### config.mk
export PLATFORM = sky130hd
export DESIGN_NAME = alu16
export DESIGN_NICKNAME = d
export VERILOG_FILES = /design/src/rtl/alu16_pkg.sv /design/src/rtl/alu16_opdec.sv /design/src/rtl/alu16_slice.sv /design/src/rtl/alu16_flags.sv /design/src/rtl/alu16.sv
export SDC_FILE = /design/constraint.sdc
export NUM_CORES = 1
export LEC_CHECK = 0
export ABC_AREA = 0
export ABC_CLOCK_PERIOD_IN_PS = 32299
export CAP_MARGIN = 5
export CORE_MARGIN = 5
export CORE_UTILIZATION = 55
export DETAILED_ROUTE_END_ITERATION = 10
export PLACE_DENSITY = 0.86
export RECOVER_POWER = 50
export SETUP_SLACK_MARGIN = 0.1
export SLEW_MARGIN = 10
export SYNTH_ARGS = -nofsm -noshare
export SYNTH_HDL_FRONTEND = slang
export SYNTH_SLANG_ARGS = --single-unit
### constraint.sdc
create_clock -name vclk -period 32.3
set_input_delay 6.46 -clock vclk [all_inputs]
set_output_delay 6.46 -clock vclk [all_outputs]
set_load 0.01 [all_outputs]
### src/rtl/alu16_pkg.sv
package alu16_pkg;
   typedef enum logic [2:0] {
      OP_ADD   = 3'b000,
      OP_SUB   = 3'b001,
      OP_INC   = 3'b010,
      OP_AND   = 3'b011,
      OP_OR    = 3'b100,
      OP_XNOR  = 3'b101,
      OP_PASSA = 3'b110,
      OP_PASSB = 3'b111
   } op_e;

   localparam int OP_W = 3;
endpackage

### src/rtl/alu16_opdec.sv
module alu16_opdec
   import alu16_pkg::*;
(
   input  logic [OP_W-1:0] op_sel,
   output op_e             op,
   output logic            chain_cin
);
   always_comb begin
      op        = op_e'(op_sel);
      chain_cin = (op == OP_SUB) || (op == OP_INC);
   end
endmodule

### src/rtl/alu16_slice.sv
module alu16_slice
   import alu16_pkg::*;
#(
   parameter int W      = 4,
   parameter bit RIPPLE = 1'b0
)(
   input  op_e          op,
   input  logic [W-1:0] a,
   input  logic [W-1:0] b,
   input  logic         cin,
   output logic [W-1:0] r,
   output logic         cout
);
   logic [W-1:0] b_arith;
   logic [W-1:0] sum;

   always_comb begin
      unique case (op)
         OP_SUB:  b_arith = ~b;
         OP_INC:  b_arith = '0;
         default: b_arith = b;
      endcase
   end

   if (RIPPLE) begin : g_ripple
      logic [W:0] cc;
      always_comb begin
         cc[0] = cin;
         for (int i = 0; i < W; i++) begin
            sum[i]  = a[i] ^ b_arith[i] ^ cc[i];
            cc[i+1] = (a[i] & b_arith[i]) | (cc[i] & (a[i] ^ b_arith[i]));
         end
      end
      assign cout = cc[W];
   end else begin : g_operator
      logic [W:0] wide;
      assign wide = {1'b0, a} + {1'b0, b_arith} + {{W{1'b0}}, cin};
      assign sum  = wide[W-1:0];
      assign cout = wide[W];
   end

   always_comb begin
      unique case (op)
         OP_ADD, OP_SUB, OP_INC: r = sum;
         OP_AND:   r = a & b;
         OP_OR:    r = a | b;
         OP_XNOR:  r = ~(a ^ b);
         OP_PASSA: r = a;
         default:  r = b;
      endcase
   end
endmodule

### src/rtl/alu16_flags.sv
module alu16_flags #(
   parameter int W = 16
)(
   input  logic [W-1:0] res,
   output logic         neg,
   output logic         zero
);
   assign neg  = res[W-1];
   assign zero = ~(|res);
endmodule

### src/rtl/alu16.sv
module alu16
   import alu16_pkg::*;
#(
   parameter int DATA_W  = 16,
   parameter int SLICE_W = 4,
   parameter bit RIPPLE  = 1'b0
)(
   input  logic [2:0]  op_sel,
   input  logic [15:0] a,
   input  logic [15:0] b,
   output logic [15:0] c,
   output logic        neg,
   output logic        zero
);
   localparam int NUM_SLICES = DATA_W / SLICE_W;

   if (SLICE_W < 1) begin : g_bad_slice
      $error("alu16: SLICE_W must be at least 1");
   end
   if (DATA_W % SLICE_W != 0) begin : g_bad_split
      $error("alu16: DATA_W must be a multiple of SLICE_W");
   end
   if (DATA_W != 16) begin : g_bad_width
      $error("alu16: port width is fixed at 16 bits");
   end

   op_e                   op;
   logic                  chain_cin;
   logic [NUM_SLICES:0]   carry;
   logic [DATA_W-1:0]     res;

   alu16_opdec u_dec (
      .op_sel    (op_sel),
      .op        (op),
      .chain_cin (chain_cin)
   );

   assign carry[0] = chain_cin;

   for (genvar s = 0; s < NUM_SLICES; s++) begin : g_slice
      alu16_slice #(
         .W      (SLICE_W),
         .RIPPLE (RIPPLE)
      ) u_slice (
         .op   (op),
         .a    (a[s*SLICE_W +: SLICE_W]),
         .b    (b[s*SLICE_W +: SLICE_W]),
         .cin  (carry[s]),
         .r    (res[s*SLICE_W +: SLICE_W]),
         .cout (carry[s+1])
      );
   end

   alu16_flags #(.W(DATA_W)) u_flags (
      .res  (res),
      .neg  (neg),
      .zero (zero)
   );

   assign c = res;
endmodule

==> impl_metrics.json, run 1 <==
{
  "ant_nets": 0,
  "rsz0062_at_grt": "no",
  "drive_gt1_share_pct": 3.448,
  "nNetsFinal": 436,
  "wl_per_cell_um": 16.42,
  "dieWidth_um": 75.95,
  "drtIter0Drc": 182,
  "period_share_pct": 66.44,
  "worst_setup_path_end_kind": "output port",
  "finalPower_w": 0.00005512,
  "setup_slack_ns": 10.84,
  "pre_cts_slack_ns": 11.81,
  "grt_pass1_vias": 2397,
  "yosysTopAreaCell": "ha_1",
  "p_int_w": 0.00002685,
  "slew_headroom_pct": 19.75,
  "min_period_ns": 21.46,
  "regArea_um2": 0,
  "synth_top_area_share_pct": 22.49,
  "drc": 0,
  "yosysMostFrequentCell": "ha_1",
  "slowest_delay_ns": 0.99,
  "finalSetupTns_ns": 0,
  "netlist_area_um2": 2392,
  "yosysWarnings": 0,
  "wl_met2_mm": 3.308,
  "dr.pass1.iters": 5,
  "start_kind": "input port",
  "routabilityCongestion": 0.8876,
  "seqPwrFrac_pct": 0,
  "nClkBuffers": 0,
  "synthTopCellsByCount": "ha_1, inv_1, mux2i_1",
  "finalSetupViolCount": 0,
  "vias": 2488,
  "vdd_drop_max_uv": 13.81,
  "grt_usage_pct": 22.08,
  "leakagePower_nw": 1.418,
  "drv_cap": 0,
  "crit_required_ns": 25.84,
  "wl_mm": 6.569,
  "hpwlAfterDp_mm": 4.969,
  "finalHoldViolations": 0,
  "yosysUniqueCellTypes": 55,
  "synth.top_cells.by_area": "ha_1, mux2i_1, fa_1, inv_1, a22o_1",
  "cts_setup_buffers": 0,
  "max_freq_mhz": 46.60,
  "initial_core_util_pct": 55.71,
  "powerDensity_nw_per_um2": 19.08,
  "worstPathArrival_ns": 15.00,
  "diodes": 0,
  "synth_nets": 399,
  "syn2layout_area_growth_pct": 20.76,
  "p_clk_share_pct": 0,
  "wl_met3_um": 387,
  "ys_seq_area_share_pct": 0,
  "die_h_um": 75.95,
  "crit_top_cell": "fa_1",
  "multi_input_area_um2": 2126,
  "cts_hold_buffers": 0,
  "p_sw_share_pct": 51.30,
  "combinationalPowerShare_pct": 100.0,
  "final_max_slew_viol_count": 0,
  "wl_met1_mm": 2.754,
  "nFlopsAndLatches": 0,
  "post_cts_resized": 0,
  "vias_per_cell": 6.220,
  "avgSynthCellArea_um2": 7.643,
  "core_area_um2": 4294,
  "overflow": 0,
  "hp-class": "in2out",
  "grt_start_max_net_pins": 55,
  "worstPathMaxFanout": 29,
  "grt_pass1_wl_mm": 11.18,
  "antenna_found_initial": 0,
  "p_switching_w": 0.00002828,
  "worst_slew_pin_slew_ns": 1.204,
  "num-fill-cells": 373,
  "ioPinCount": 53,
  "dr.max_layer_used": "met4",
  "rows": 24,
  "status": "finished clean",
  "die_area_um2": 5768,
  "critPathSlowestCell": "clkinv_1",
  "syn-instance-count": 313,
  "crit_type": "in2out",
  "io_buffers": 53
}
## power groups by stage
stage | clock [W] | combinational [W] | sequential [W]
after floorplan | 0 | 0.0000349 | 0
after detailed placement | 0 | 0.0000553 | 0
after global placement | 0 | 0.0000539 | 0
after CTS | 0 | 0.0000557 | 0
final | 0 | 0.0000551 | 0
after global routing | 0 | 0.0000608 | 0
## through the flow
stage | instances | utilization (%) | hold WS, ns | instance area (um^2)
after CTS | 400 | 67.37 | 14.08 | 2893
after floorplan | 313 | - | 13.11 | 2392
final | 400 | 67.28 | 14.08 | 2889
after global placement | 400 | 67.37 | 14.08 | 2893
after detailed placement | 400 | 67.37 | 14.08 | 2893
after global routing | 400 | 67.28 | 14.14 | 2889
## path summary, 6_finish.rpt
kind	from	end	slack (ns)	cells past startpoint
setup / recovery	op_sel[1]	zero	10.84	28
hold / removal	b[14]	c[14]	14.08	4
## logic make-up (layout without fill, tap and decap cells)
group,after synthesis,count (layout),share of synthesized area (%)
AOI/OAI and AO/OA,94,94,27.67
xor gates and xnor gates,10,10,3.661
adders and majority gates,51,51,29.18
buffers and inverters,62,97,11.14
muxes,33,33,14.59
and+or+nand+nor,63,63,13.76
## worst max-delay path, delay by kind of cell
family / cells / cell delay [ns]
AND/OR/NAND/NOR: 4 / 0.95
adder cells (fa/ha/maj): 8 / 2.60
buffers and inverters: 7 / 3.13
AO/OA/AOI/OAI: 9 / 1.87
## cell usage in the layout, fill, tap and decap left out, types with 5 or more instances in the layout
cell type / count
a21o_1: 13
clkdlybuf4s50_1: 44
a21oi_1: 15
ha_1: 43
o21ai_0: 15
mux2i_1: 27
nor3_1: 6
xnor2_1: 7
nor2b_1: 7
a211oi_1: 5
nor2_1: 10
nand2_1: 19
dlygate4sd3_1: 8
o22ai_1: 7
nand2b_1: 8
a22o_1: 12
inv_1: 40
fa_1: 8
## area by class of cell
type,count,share of cell area [%]
Multi-Input combinational cell,251,73.58
Timing Repair Buffer,56,18.84
Inverter,41,5.327
Tap cell,52,2.252
## layer usage
metal  global-route usage, %  up-vias
met5                       0        -
met1                   28.57     1170
li1                        -     1201
met3                   1.303       12
met2                   39.81      105
met4                   4.626        0
(Power assumes the default switching activity.)
==> run 2, diff against run 1 <==
ABC_CLOCK_PERIOD_IN_PS = 22500   (was 32299)
CORE_UTILIZATION = 54   (was 55)
PLACE_DENSITY = 0.85   (was 0.86)
clock period = 22.5 ns   (was 32.3 ns; I/O delays follow)
==> impl_metrics.json, run 2 (synthesized netlist as in run 1, its figures left out) <==
{
  "grt_usage_pct": 21.30,
  "critPathSlowestCell": "clkbuf_1",
  "vdd_drop_max_uv": 17.38,
  "multi_input_area_um2": 2126,
  "rows": 24,
  "drtIter0Drc": 209,
  "antenna_found_initial": 0,
  "wl_mm": 6.431,
  "worstPathArrival_ns": 13.20,
  "vias": 2464,
  "dieWidth_um": 76.56,
  "regArea_um2": 0,
  "layout_commonest_cell": "clkdlybuf4s50_1",
  "crit_type": "in2out",
  "ioPinCount": 53,
  "drv_cap": 1,
  "worstPathMaxFanout": 45,
  "worst_slew_pin_slew_ns": 1.769,
  "finalPower_w": 0.00007871,
  "nNetsFinal": 437,
  "post_cts_resized": 0,
  "ant_nets": 0,
  "min_period_ns": 17.70,
  "syn2layout_area_growth_pct": 21.08,
  "drc": 0,
  "start_kind": "input port",
  "core_area_um2": 4324,
  "worst_setup_path_end_kind": "output port",
  "die_h_um": 76.56,
  "period_share_pct": 78.66,
  "slew_headroom_pct": -17.95,
  "initial_core_util_pct": 55.32,
  "utilization_pct": 66.99,
  "grt_start_max_net_pins": 55,
  "overflow": 0,
  "failed_checks": "max-capacitance violations, max-slew violations",
  "hpwlAfterDp_mm": 4.830,
  "final_max_slew_viol_count": 46,
  "wl_per_cell_um": 16.04,
  "powerDensity_nw_per_um2": 27.17,
  "vias_per_cell": 6.145,
  "cpLargestDelayFamily": "adder cells",
  "hp-class": "in2out",
  "crit_top_cell": "fa_1",
  "die_area_um2": 5861,
  "finalSetupTns_ns": 0,
  "rsz0062_at_grt": "no",
  "dr.pass1.iters": 5,
  "fin_hold_ws_ns": 10.22,
  "num-fill-cells": 380,
  "finalHoldViolations": 0,
  "nClkBuffers": 0,
  "status": "complete, but fails checks",
  "routabilityCongestion": 0.8813,
  "cts_setup_buffers": 0,
  "diodes": 0,
  "io_buffers": 53,
  "leakagePower_nw": 1.422,
  "crit_required_ns": 18.00,
  "drive_gt1_share_pct": 3.725,
  "path_buf_inv": 6,
  "grt_pass1_vias": 2359,
  "mostFrequentLayoutCells": "clkdlybuf4s50_1, ha_1, inv_1, mux2i_1, nand2_1",
  "max_freq_mhz": 56.50,
  "grt_pass1_wl_mm": 10.93,
  "nFlopsAndLatches": 0,
  "slowest_delay_ns": 1.26,
  "cts_hold_buffers": 0,
  "finalSetupViolCount": 0
}
run 2: changes by cell type in the layout (fill, tap and decap cells not counted):
cell and delta:
buf_4 +1
run 2: final timing paths:
path	from	endpoint	depth (start not counted)
max	op_sel[2]	zero	29
min	b[14]	c[14]	4
run 2: tightest hold or removal path: cells and delay by family:
family	cells	cell delay, ns
AO/OA/AOI/OAI	1	0.12
buffers and inverters	2	0.98
AND/OR/NAND/NOR	1	0.13
run 2: through the flow:
step	cell area, um^2	setup slack [ns]	cells
global placement	2900	6.154	401
global route	2897	4.230	401
CTS	2900	5.849	401
detailed placement	2900	5.889	401
finish	2897	4.801	401
floorplan	2392	7.006	313
run 2: area by class of cell:
cell class         count  area share [%]
inverters             41           5.313
well taps             52           2.246
multi-input cells    251           73.39
repair buffers        57           19.05
run 2: routing by layer:
| layer | vias to the layer above | GRT usage [%] | part of all wire [%] |
|---|---|---|---|
| li1 | 1202 | - | - |
| met1 | 1157 | 28.75 | 43 |
| met2 | 95 | 36.73 | 49 |
| met3 | 10 | 1.537 | 6.5 |
| met4 | 0 | 4.720 | 1.1 |
| met5 | - | 0 | 0 |
run 2: power breakdown:
group          internal [W]  switching [W]
clock network             0              0
logic             0.0000385      0.0000402
registers                 0              0
